$ cat config.mk
export PLATFORM = sky130hd
export DESIGN_NAME = wl_seed_gen
export DESIGN_NICKNAME = d
export VERILOG_FILES = /design/src/rtl/wl_seed_pkg.sv /design/src/rtl/wl_seed_default.sv /design/src/rtl/wl_seed_encode.sv /design/src/rtl/wl_seed_div.sv /design/src/rtl/wl_seed_gen.sv
export SDC_FILE = /design/constraint.sdc
export NUM_CORES = 1
export LEC_CHECK = 0
export ABC_AREA = 0
export BUFFER_PORTS_ARGS = -buffer_cell sky130_fd_sc_hd__buf_2
export CORE_MARGIN = 8
export CORE_UTILIZATION = 55
export CTS_BUF_LIST = sky130_fd_sc_hd__clkbuf_4
export CTS_CLUSTER_DIAMETER = 30
export CTS_CLUSTER_SIZE = 16
export DETAILED_ROUTE_END_ITERATION = 16
export PLACE_DENSITY = 0.78
export RECOVER_POWER = 25
export SYNTH_ARGS = -nofsm -noshare
export SYNTH_HDL_FRONTEND = slang
export SYNTH_HIERARCHICAL = 1
export SYNTH_SLANG_ARGS = --single-unit
$ cat constraint.sdc
create_clock -name clk -period 12.7 [get_ports clk]
set_input_delay 1.27 -clock clk [delete_from_list [all_inputs] [get_ports clk]]
set_output_delay 1.27 -clock clk [all_outputs]
set_load 0.01 [all_outputs]
$ cat src/rtl/wl_seed_pkg.sv
package wl_seed_pkg;
  localparam int SEED_W = 8;

  typedef enum logic [1:0] {
    MT_UNBUF = 2'd0,
    MT_SMALL = 2'd1,
    MT_REG   = 2'd2,
    MT_LRED  = 2'd3
  } mod_t;

  typedef enum logic [1:0] {
    ST_IDLE = 2'd0,
    ST_PREP = 2'd1,
    ST_DIV  = 2'd2,
    ST_OUT  = 2'd3
  } seq_t;

  // delay added by the module's register stage, in delay units
  function automatic logic [SEED_W-1:0] reg_delay(input mod_t mt, input logic cw);
    if (mt == MT_REG) return cw ? 8'h30 : 8'h20;
    return 8'h00;
  endfunction
endpackage

$ cat src/rtl/wl_seed_default.sv
module wl_seed_default
  import wl_seed_pkg::*;
(
  input  mod_t              mod_type,
  input  logic              cw_bit0,
  input  logic              slow,
  output logic [SEED_W-1:0] seed
);
  always_comb begin
    case (mod_type)
      MT_REG:   seed = slow ? (cw_bit0 ? 8'h4B : 8'h3B) : (cw_bit0 ? 8'h51 : 8'h41);
      MT_SMALL: seed = 8'h12;
      MT_LRED:  seed = 8'hF7;
      default:  seed = 8'h1A;
    endcase
  end
endmodule

$ cat src/rtl/wl_seed_encode.sv
module wl_seed_encode
  import wl_seed_pkg::*;
(
  input  logic              en,
  input  logic [SEED_W-1:0] raw,
  output logic [SEED_W-1:0] coded
);
  always_comb begin
    if (!en)         coded = raw;
    else if (raw[5]) coded = {3'b001, raw[4:0]};
    else             coded = {3'b010, raw[4:0]};
  end
endmodule

$ cat src/rtl/wl_seed_div.sv
module wl_seed_div #(
  parameter int NUM_W = 26,
  parameter int DEN_W = 16,
  parameter int OUT_W = 8
) (
  input  logic             clk,
  input  logic             rst_n,
  input  logic             start,
  input  logic [NUM_W-1:0] num,
  input  logic [DEN_W-1:0] den,
  output logic [OUT_W-1:0] quo,
  output logic             done
);
  localparam int CNT_W = $clog2(NUM_W + 1);

  logic [NUM_W-1:0] q_r;
  logic [DEN_W-1:0] rem_r;
  logic [CNT_W-1:0] cnt_r;
  logic             run_r;
  logic [DEN_W:0]   shifted;
  logic [DEN_W:0]   trial;

  assign shifted = {rem_r, q_r[NUM_W-1]};
  assign trial   = shifted - {1'b0, den};
  assign quo     = q_r[OUT_W-1:0];

  always_ff @(posedge clk or negedge rst_n) begin
    if (!rst_n) begin
      q_r   <= '0;
      rem_r <= '0;
      cnt_r <= '0;
      run_r <= 1'b0;
      done  <= 1'b0;
    end else if (start) begin
      q_r   <= num;
      rem_r <= '0;
      cnt_r <= CNT_W'(NUM_W);
      run_r <= 1'b1;
      done  <= 1'b0;
    end else if (run_r) begin
      if (!trial[DEN_W]) rem_r <= trial[DEN_W-1:0];
      else               rem_r <= shifted[DEN_W-1:0];
      q_r   <= {q_r[NUM_W-2:0], ~trial[DEN_W]};
      cnt_r <= cnt_r - 1'b1;
      if (cnt_r == CNT_W'(1)) begin
        run_r <= 1'b0;
        done  <= 1'b1;
      end
    end else begin
      done <= 1'b0;
    end
  end
endmodule

$ cat src/rtl/wl_seed_gen.sv
module wl_seed_gen
  import wl_seed_pkg::*;
#(
  parameter int NUM_LANES  = 9,
  parameter int SPEED_W    = 16,
  parameter int SLOW_SPEED = 333,
  localparam int LANE_W    = $clog2(NUM_LANES)
) (
  input  logic                        clk,
  input  logic                        rst_n,
  input  logic                        start,
  input  logic                        pass_sel,
  input  logic [1:0]                  mod_type,
  input  logic                        cw_bit0,
  input  logic                        adjust_en,
  input  logic [SPEED_W-1:0]          speed,
  input  logic [SPEED_W-1:0]          prev_speed,
  input  logic [SEED_W-1:0]           bias,
  input  logic [NUM_LANES*SEED_W-1:0] prev_dly,
  input  logic [NUM_LANES-1:0]        ovr_vld,
  input  logic [NUM_LANES*SEED_W-1:0] ovr_seed,
  output logic                        busy,
  output logic                        sd_valid,
  input  logic                        sd_ready,
  output logic [SEED_W-1:0]           sd_data,
  output logic [SEED_W-1:0]           sd_raw,
  output logic [LANE_W-1:0]           sd_lane,
  output logic                        sd_last
);
  localparam int DIFF_W = SEED_W + 2;
  localparam int NUM_W  = DIFF_W + SPEED_W;
  localparam logic [LANE_W-1:0] LAST_LANE = LANE_W'(NUM_LANES - 1);

  // per-lane views of the flat vectors
  logic [SEED_W-1:0] prev_arr [NUM_LANES];
  logic [SEED_W-1:0] ovr_arr  [NUM_LANES];
  for (genvar g = 0; g < NUM_LANES; g++) begin : g_lane
    assign prev_arr[g] = prev_dly[g*SEED_W +: SEED_W];
    assign ovr_arr[g]  = ovr_seed[g*SEED_W +: SEED_W];
  end

  seq_t               st_q;
  logic [LANE_W-1:0]  lane_q;
  logic [SEED_W-1:0]  raw_q;
  logic               cfg_pass, cfg_cw, cfg_adj;
  mod_t               cfg_mt;
  logic [SPEED_W-1:0] cfg_speed, cfg_pspeed;
  logic [SEED_W-1:0]  cfg_bias;

  // pass 1 path
  logic [SEED_W-1:0] def_seed, p1_seed;
  wl_seed_default u_default (
    .mod_type (cfg_mt),
    .cw_bit0  (cfg_cw),
    .slow     (cfg_speed == SPEED_W'(SLOW_SPEED)),
    .seed     (def_seed)
  );
  assign p1_seed = ovr_vld[lane_q] ? ovr_arr[lane_q] : def_seed;

  // pass 2 path
  logic [SEED_W-1:0] rdly;
  logic signed [DIFF_W-1:0] diff_s;
  logic [DIFF_W-1:0] mag;
  logic              neg;
  logic [NUM_W-1:0]  prod;
  logic [SEED_W-1:0] quo, quo_s, p2_seed;
  logic              div_start, div_done;

  assign rdly   = reg_delay(cfg_mt, cfg_cw);
  assign diff_s = $signed({2'b00, prev_arr[lane_q]}) - $signed({2'b00, rdly})
                - $signed({{2{cfg_bias[SEED_W-1]}}, cfg_bias});
  assign neg    = diff_s[DIFF_W-1];
  assign mag    = neg ? DIFF_W'(-diff_s) : DIFF_W'(diff_s);
  assign prod   = NUM_W'(mag) * NUM_W'(cfg_speed);
  assign div_start = (st_q == ST_PREP) && cfg_pass;

  wl_seed_div #(.NUM_W(NUM_W), .DEN_W(SPEED_W), .OUT_W(SEED_W)) u_div (
    .clk   (clk),
    .rst_n (rst_n),
    .start (div_start),
    .num   (prod),
    .den   (cfg_pspeed),
    .quo   (quo),
    .done  (div_done)
  );
  assign quo_s   = neg ? SEED_W'(-quo) : quo;
  assign p2_seed = rdly + quo_s;

  always_ff @(posedge clk or negedge rst_n) begin
    if (!rst_n) begin
      st_q       <= ST_IDLE;
      lane_q     <= '0;
      raw_q      <= '0;
      cfg_pass   <= 1'b0;
      cfg_cw     <= 1'b0;
      cfg_adj    <= 1'b0;
      cfg_mt     <= MT_UNBUF;
      cfg_speed  <= '0;
      cfg_pspeed <= '0;
      cfg_bias   <= '0;
    end else begin
      case (st_q)
        ST_IDLE: if (start) begin
          cfg_pass   <= pass_sel;
          cfg_cw     <= cw_bit0;
          cfg_adj    <= adjust_en;
          cfg_mt     <= mod_t'(mod_type);
          cfg_speed  <= speed;
          cfg_pspeed <= prev_speed;
          cfg_bias   <= bias;
          lane_q     <= '0;
          st_q       <= ST_PREP;
        end
        ST_PREP: begin
          if (cfg_pass) st_q <= ST_DIV;
          else begin
            raw_q <= p1_seed;
            st_q  <= ST_OUT;
          end
        end
        ST_DIV: if (div_done) begin
          raw_q <= p2_seed;
          st_q  <= ST_OUT;
        end
        default: if (sd_ready) begin
          if (lane_q == LAST_LANE) st_q <= ST_IDLE;
          else begin
            lane_q <= lane_q + 1'b1;
            st_q   <= ST_PREP;
          end
        end
      endcase
    end
  end

  wl_seed_encode u_encode (
    .en    (cfg_adj),
    .raw   (raw_q),
    .coded (sd_data)
  );

  assign busy     = (st_q != ST_IDLE);
  assign sd_valid = (st_q == ST_OUT);
  assign sd_raw   = raw_q;
  assign sd_lane  = lane_q;
  assign sd_last  = (lane_q == LAST_LANE);
endmodule

==> results.ini, run 1 <==
[worst_hold_path]
hold_path.class = reg -> reg
hp-start = sd_raw[4]
min_delay_worst_endpoint = sd_raw[4]
hold_depth = 2

[grt]
grt-ovfl-total = 0
grt_pass1_vias = 11400
grt_usage_pct = 25.0
grt_pass1_wl_um = 57800
antenna_found_initial = 3
grt_max_degree = 77

[cts]
cts_sinks = 108
clkSlewWorstSetupHoldPaths_ps = 220
h-tree-depth = 3
cts_buffer_depth = 2
cts_root_buffer = clkbuf_4
cts_tree = built
cts_setup_buffers = 0
clk_latency_ps = 530
postCtsHoldBufs = 0
cts.repair.resized = 0
cts_made_buffers = 9

[yosys]
ys_top_cells_by_count = inv_1 (209), nand2_1 (135), fa_1 (114), dfrtp_1 (108), ha_1 (101)
async_reset_ff_share_pct = 100
yosysSeqAreaShare_pct = 20.3
synth_top_area_share_pct = 20.3
synthTopCellsByArea = dfrtp_1 (20%), fa_1 (17%), ha_1 (9.5%)
syn_area_sq_um = 13300
syn_nets = 1857
synth_cell_types = 74
synth_edf_count = 0
synthCells = 1440
yosys_most_used_dff = dfrtp_1
syn_avg_cell_area_sq_um = 9.24
ys_seq_elements = 108
yosysMostFrequentCell = inv_1
yosys_warnings = 6
synth_top_area_cell = dfrtp_1

[critical_path]
rr_startpoint = sd_lane[1]
timing.rr.end = u_div/q_r[25]
reg2reg_slack_ps = 1790
slowest_stage = clkbuf_1
crit_path_max_incr_delay_ps = 1500
path_common_cell = fa_1
critPathKind = reg -> reg
required_ps = 13020
crit_path_end_kind = register
reg2reg_depth = 36
cp-start-kind = register
arrival_ps = 11240
critPathMaxFanout = 41

[cells_and_area]
final_nets = 2019
syn_to_final_growth_pct = 10.2
num-fill-cells = 2152
drive_above_1_share_pct = 22.0

[timing]
setup_viol = 0
finalSetupTns_ps = 0
finalCriticalPeriod_ps = 10910
relSlewSlack_pct = -169
tightest_slew_ps = 4040
hold_violations = 0
fmax_mhz = 91.6
rsz0062_at_grt = no
drv_slew = 222
finClkSkew_ps = 31.4
fin_crit_sh_pct = 85.9

[floorplan]
die_x_um = 172
initial_core_util_pct = 55.4
coreArea_sq_um = 24000
io_pins = 225
row_count = 57
die_h_um = 172
die_area_sq_um = 29400

[placement]
dp_hpwl_um = 28900
port_buffers = 224
gp_congestion = 0.914

[flow_run]
maxCapViolations = 4

[status]
outcome = finished, violations left
violations = capacitance limit, slew limit

[drt]
drt_iter0_markers = 603
first_pass_iters = 5
routedWlPerCell_um = 18.6
num_vias = 10800
ant_nets = 0
drc = 0
drt_wl_total_um = 35900
viasPerCell = 5.59

flip-flops by register name (all words and copies together), names as in the netlist, 2 cells and up:
name,count
u_div/q_r,26
cfg_mt,2
sd_lane,4
cfg_pspeed,16
u_div/rem_r,16
cfg_speed,16
sd_raw,8
u_div/cnt_r,5
cfg_bias,8
st_q,2
logic make-up after synthesis:
| family | synth area share [%] |
|---|---|
| xor+xnor | 3.98 |
| flops | 20.3 |
| mux | 14.0 |
| compound gates | 10.7 |
| simple gates | 15.3 |
| buf+inv | 9.11 |
| fa+ha+maj | 26.6 |
layer usage:
metal / global-route usage, % / wire length [um] / vias to the layer above
li1: - / - / 5077
met1: 28.7 / 13600 / 5311
met3: 4.66 / 2140 / 56
met4: 10.0 / 1400 / 0
met2: 45.1 / 18800 / 355
met5: 0 / 0 / -
layout by cell type (no fill, tap or decap), types with 3 or more instances in the layout:
cell / n
a2111oi_0: 3
a211oi_1: 21
a211oi_2: 3
a21o_1: 9
a21oi_1: 62
a31oi_1: 4
and2_1: 23
and2b_1: 9
and3_1: 9
buf_2: 223
buf_4: 9
clkbuf_1: 4
clkbuf_4: 9
dfrtp_1: 106
fa_1: 114
ha_1: 101
inv_1: 208
mux2_2: 46
mux2i_1: 56
mux4_2: 34
nand2_1: 134
nand2b_1: 30
nand3_1: 14
nand3b_1: 3
nand4_1: 5
nor2_1: 60
nor2b_1: 68
nor3_1: 18
nor4_1: 4
o211ai_1: 7
o21a_1: 5
o21ai_0: 80
o21bai_1: 7
o31a_1: 3
or3_1: 4
xnor2_1: 35
xor2_1: 20
worst max-delay path by stage:
stage / startpoint / to / slack, ps / cells past startpoint
final: sd_lane[1] / u_div/q_r[25] / 1790 / 36
after global routing: sd_lane[1] / u_div/q_r[25] / 980 / 36
after CTS: sd_lane[0] / u_div/q_r[25] / 2400 / 36
after detailed placement: prev_dly[60] / u_div/q_r[24] / 2380 / 37
after global placement: prev_dly[60] / u_div/q_r[25] / 2510 / 36
after floorplan: prev_dly[60] / u_div/q_r[24] / 3320 / 38
critical path: cells and delay by family, from the launching register on:
| family | cells | cell delay, ps |
|---|---|---|
| DFF | 1 | 370 |
| buffers and inverters | 6 | 1760 |
| and+or+nand+nor | 9 | 1900 |
| muxes | 2 | 590 |
| AOI/OAI and AO/OA | 8 | 1530 |
| adders and majority gates | 9 | 3730 |
| xor gates and xnor gates | 2 | 790 |
final cells by class:
class | count | area [sq um] | share of cell area, %
sequential | 108 | 2710 | 18.4
timing repair buffer | 236 | 1200 | 8.17
inverter | 210 | 788 | 5.37
antenna | 2 | 5.00 | 0.0341
clock buffer | 9 | 67.6 | 0.461
clock inverter | 7 | 88.8 | 0.605
multi-input combinational | 1037 | 9410 | 64.2
tap | 324 | 405 | 2.76
stage by stage:
step	instance area (sq um)	instances	utilization (%)	hold slack [ps]	worst slack (ps)
2_1_floorplan	13300	1440	-	479	3320
3_3_place_gp	14500	1915	60.4	486	2510
3_5_place_dp	14500	1915	60.4	488	2380
4_1_cts	14700	1931	61.1	531	2400
5_1_grt	14700	1933	61.0	558	975
6_report	14700	1933	61.0	527	1790
Power of run 1 is left out: the tool's default activity adds up to more than one toggle a clock period on the data nets, which glitch-free logic cannot reach.
==> run 2: changes to the inputs <==
--- a/config.mk
+++ b/config.mk
@@ -13,6 +13,7 @@
 export CTS_CLUSTER_DIAMETER = 30
 export CTS_CLUSTER_SIZE = 16
 export DETAILED_ROUTE_END_ITERATION = 16
+export HOLD_SLACK_MARGIN = 0.02
 export PLACE_DENSITY = 0.78
 export RECOVER_POWER = 25
 export SYNTH_ARGS = -nofsm -noshare
==> constraint.sdc (replaced) <==
create_clock -name clk -period 12.7 [get_ports clk]
set_input_delay 0.635 -clock clk [delete_from_list [all_inputs] [get_ports clk]]
set_output_delay 0.635 -clock clk [all_outputs]
set_load 0.01 [all_outputs]
==> run 2 against run 1 <==
  * The flow still finishes with violations (capacitance limit, slew limit)
  * Non-clock buffer count up 1
  * Routed wire length rose by 1.9%
  * First-iteration DRC count grew 15%
  * Global-route usage increased by 0.25 points
  * Final area is 0.10% higher
  * Sequential cell count did not move
  * Critical path depth is 1 higher
  * Via count grew 1.4%
  * Clock skew up 9.8 ps
  * Critical endpoint is now u_div/q_r[24]
  * Highest routed layer unchanged
==> results.ini, run 2 (synthesis results as in run 1) <==
[cts]
cts_sinks = 108  ; unchanged
clk_latency_ps = 540  ; about the same
cts.repair.resized = 0  ; unchanged
cts_buffer_depth = 2  ; unchanged
cts_root_buffer = clkbuf_4
cts_tree = built
h-tree-depth = 3  ; unchanged
cts_setup_buffers = 0  ; unchanged
clkSlewWorstSetupHoldPaths_ps = 240  ; +20 ps
cts_made_buffers = 9  ; unchanged
postCtsHoldBufs = 0  ; unchanged

[cells_and_area]
most-common-layout-cells = buf_2 (223), inv_1 (208), nand2_1 (134)
syn_to_final_growth_pct = 10.4
final_nets = 2020  ; +0.050%
fin_cells = 1936  ; +0.16%
drive_above_1_share_pct = 22.1  ; +0.11 points
num-fill-cells = 2110  ; -2.0%
largest_register = u_div/q_r
final_core_util_pct = 61.1  ; +0.062 points
largest_reg_flops = 26  ; unchanged
final_common_cell = buf_2

[timing]
relSlewSlack_pct = -142  ; +27 points
setup_viol = 0  ; unchanged
fmax_mhz = 99.6  ; +8.7%
tightest_slew_ps = 3630  ; -402 ps
finalCriticalPeriod_ps = 10040  ; -871 ps
hold_violations = 0  ; unchanged
whs_ps = 306  ; -221 ps
rsz0062_at_grt = no
finalSetupTns_ps = 0  ; unchanged
drv_slew = 111  ; -50%
fin_crit_sh_pct = 79.1  ; -6.9 points
finClkSkew_ps = 41.2  ; +9.80 ps

[critical_path]
crit_path_start = sd_lane[0]
slowest_stage = xor2_2
path_common_cell = fa_1
critPathKind = reg -> reg
required_ps = 13100  ; +80 ps
rr_startpoint = sd_lane[0]
crit_path_end_kind = register
cp-start-kind = register
reg2reg_slack_ps = 2660  ; +870 ps
critPathMaxFanout = 42  ; +2.4%
arrival_ps = 10440  ; -800 ps
crit_path_max_incr_delay_ps = 650  ; -850 ps

[drt]
drt_wl_total_um = 36600  ; +1.9%
routedWlPerCell_um = 18.9  ; +1.8%
ant_nets = 0  ; unchanged
drt_iter0_markers = 692  ; +15%
drc = 0  ; unchanged
first_pass_iters = 5  ; unchanged
viasPerCell = 5.66  ; +1.3%
num_vias = 11000  ; +1.4%

[floorplan]
io_pins = 225  ; unchanged
die_h_um = 172  ; unchanged
coreArea_sq_um = 24000  ; unchanged
die_area_sq_um = 29400  ; unchanged
row_count = 57  ; unchanged
initial_core_util_pct = 55.4  ; unchanged
die_x_um = 172  ; unchanged

[grt]
grt-ovfl-total = 0  ; unchanged
grt_pass1_vias = 11200  ; -0.97%
grt_pass1_wl_um = 57800  ; about the same
grt_usage_pct = 25.2  ; +0.25 points
grt_max_degree = 69  ; -10%
grt_util_met3_pct = 4.41  ; -0.25 points
grt_use_met2_pct = 45.0  ; -0.14 points
use_met1_pct = 29.0  ; +0.27 points
antenna_found_initial = 5  ; +2
busiest_layer = met2

[placement]
dp.cells = 1916  ; +0.052%
gp_congestion = 0.940  ; +2.9%
dp_hpwl_um = 29400  ; +1.7%
port_buffers = 224  ; unchanged

[worst_hold_path]
hp-start = prev_speed[3]
hold_path.class = in -> reg

[status]
outcome = finished, violations left
violations = capacitance limit, slew limit

[flow_run]
maxCapViolations = 2  ; -2

==> run 2: worst paths after layout <==
check / depth (start not counted) / to
max: 37 / u_div/q_r[24]
min: 2 / cfg_pspeed[3]
max reg2reg: 37 / u_div/q_r[24]
min reg2reg: 2 / sd_raw[4]
max in group asynchronous: 2 / u_div/run_r
min in group asynchronous: 1 / cfg_bias[2]
==> run 2: stage by stage <==
stage	instance area, sq um	setup slack, ps
detailed placement	14500	2740
global placement	14500	3030
floorplan	13300	3380
CTS	14700	2700
finish	14700	2660
global route	14700	1980
==> run 2: area by class of cell <==
type	instances	area (sq um)	share of cell area (%)
multi-input cells	1037	9410	64.0
flip-flops and latches	108	2710	18.4
repair buffers	237	1210	8.26
inverters	210	788	5.37
well taps	324	405	2.76
clock inverters	7	91.3	0.622
clock buffers	9	67.6	0.460
diodes	4	10.0	0.0682
==> run 2: routing by layer <==
metal	vias to the layer above	routed length, um
met3	76	2090
met1	5399	13800
met4	0	1500
li1	5096	-
met5	-	0
met2	381	19200
==> run 2: critical path, delay by kind of cell, from the launching register on <==
| kind | cells | cell delay, ps |
|---|---|---|
| buffers and inverters | 6 | 820 |
| adders and majority gates | 9 | 3700 |
| DFF | 1 | 400 |
| and+or+nand+nor | 10 | 1610 |
| AOI/OAI and AO/OA | 8 | 1810 |
| muxes | 2 | 730 |
| xor gates and xnor gates | 2 | 800 |
Power of run 2 is left out for the same reason.
==> run 3: changes to the inputs <==
==> constraint.sdc (replaced) <==
create_clock -name clk -period 10.2 [get_ports clk]
set_input_delay 0.51 -clock clk [delete_from_list [all_inputs] [get_ports clk]]
set_output_delay 0.51 -clock clk [all_outputs]
set_load 0.01 [all_outputs]
==> run 3 against run 2 <==
  * First-iteration DRC count shrank 9.2%
  * Die area is the same
  * The flow still finishes with violations (capacitance limit, slew limit)
  * Count of clock-buffer cells in the layout unchanged
  * Critical path type unchanged
==> results.ini, run 3 (synthesis results as in run 1) <==
[grt]
grt_usage_pct = 25.1  ; -0.086 points
grt_use_met2_pct = 45.2  ; +0.24 points
grt-ovfl-total = 0  ; unchanged
antenna_found_initial = 2  ; -3
use_met1_pct = 28.4  ; -0.62 points
grt_pass1_wl_um = 58200  ; +0.79%
grt_util_met3_pct = 5.14  ; +0.73 points
grt_max_degree = 77  ; +12%
grt_pass1_vias = 11600  ; +3.0%
busiest_layer = met2

[floorplan]
io_pins = 225  ; unchanged
die_area_sq_um = 29400  ; unchanged
initial_core_util_pct = 55.4  ; unchanged
row_count = 57  ; unchanged
die_x_um = 172  ; unchanged
die_h_um = 172  ; unchanged
coreArea_sq_um = 24000  ; unchanged

[timing]
fin_crit_sh_pct = 92.6  ; +14 points
relSlewSlack_pct = -38.1  ; +100 points
finalCriticalPeriod_ps = 9440  ; -596 ps
tightest_slew_ps = 2070  ; -1560 ps
finalWorstSetupSlack_ps = 756  ; -1900 ps
setup_viol = 0  ; unchanged
finalSetupTns_ps = 0  ; unchanged
finClkSkew_ps = 26.6  ; -14.6 ps
hold_violations = 0  ; unchanged
rsz0062_at_grt = no
drv_slew = 34  ; -69%
fmax_mhz = 106  ; +6.3%
whs_ps = 211  ; -95.9 ps

[cts]
h-tree-depth = 3  ; unchanged
cts_buffer_depth = 2  ; unchanged
clk_latency_ps = 510  ; -30 ps
cts_tree = built
cts_root_buffer = clkbuf_4
cts_sinks = 108  ; unchanged
clkSlewWorstSetupHoldPaths_ps = 210  ; -30 ps
cts_made_buffers = 9  ; unchanged

[placement]
place_worst_setup_slack_ps = 676  ; -2070 ps
port_buffers = 224  ; unchanged
gp_congestion = 0.926  ; -1.5%
dp_hpwl_um = 29000  ; -1.5%
dp.cells = 1921  ; +0.26%

[worst_hold_path]
hold_path.class = in -> reg

[flow_run]
maxCapViolations = 1  ; -1

[cells_and_area]
drive_above_1_share_pct = 21.5  ; -0.57 points
multi_input_area_sq_um = 9410  ; unchanged
final_common_cell = inv_1
syn_to_final_growth_pct = 10.8
fin_cells = 1943  ; +0.36%
seq_area_sq_um = 2710  ; about the same
largest_reg_flops = 26  ; unchanged
largest_register = u_div/q_r
num-fill-cells = 2065  ; -2.1%
final_nets = 2030  ; +0.50%
most-common-layout-cells = inv_1 (208), buf_2 (206), nand2_1 (134)

[critical_path]
reg2reg_slack_ps = 760  ; -1900 ps
slowest_stage = dfrtp_1
critPathKind = reg -> reg
crit_path_max_incr_delay_ps = 810  ; +160 ps
required_ps = 10590  ; -2510 ps
path_common_cell = fa_1
critPathMaxFanout = 16  ; -62%
crit_path_end_kind = register
cp-start-kind = register
arrival_ps = 9830  ; -610 ps

[drt]
drt_iter0_markers = 628  ; -9.2%
routedWlPerCell_um = 18.5  ; -2.0%
first_pass_iters = 7  ; +2
num_vias = 11000  ; -0.0091%
ant_nets = 0  ; unchanged
drt_wl_total_um = 36000  ; -1.7%
drc = 0  ; unchanged
viasPerCell = 5.64  ; -0.37%

[status]
violations = capacitance limit, slew limit
outcome = finished, violations left

-- run 3: worst paths after layout --
| path | from | depth (start not counted) | endpoint |
|---|---|---|---|
| max in group asynchronous | rst_n | 3 | u_div/run_r |
| min in group asynchronous | rst_n | 2 | cfg_bias[1] |
| setup / recovery | sd_lane[1] | 37 | u_div/q_r[24] |
| setup reg to reg | sd_lane[1] | 37 | u_div/q_r[24] |
| hold / removal | prev_speed[0] | 2 | cfg_pspeed[0] |
| hold reg to reg | cfg_pspeed[14] | 1 | cfg_pspeed[14] |
-- run 3: layout make-up --
cell class	count	share of cell area, %
timing repair buffer	247	8.63
sequential	108	18.4
multi-input combinational	1037	63.8
tap	324	2.75
clock inverter	7	0.695
clock buffer	9	0.458
inverter	210	5.34
antenna	1	0.0170
-- run 3: routing by layer --
metal,wire (um),up-vias
li1,-,5116
met1,13600,5352
met2,18500,394
met3,2170,89
met4,1690,0
met5,0,-
-- run 3: stage by stage --
stage	util [%]	instance area, sq um
2_1_floorplan	-	13300
3_3_place_gp	60.6	14600
3_5_place_dp	60.6	14600
4_1_cts	61.3	14700
5_1_grt	61.4	14800
6_report	61.4	14800
-- run 3: repair_timing --
action                                  CTS  global route
endpoints found under the setup margin    0             3
endpoints found under the hold margin    32             0
hold buffers                              1             0
buffers inserted                          0             4
gates resized for setup                   0             1
-- run 3: critical path: cells and delay by family (launching register included) --
family                     cells  cell delay (ps)
adders and majority gates      9             3710
AOI/OAI and AO/OA              8             1780
and+or+nand+nor               10             1640
DFF                            1              810
muxes                          2              540
buffers and inverters          6              530
xor gates and xnor gates       2              300
Power of run 3 is left out for the same reason.
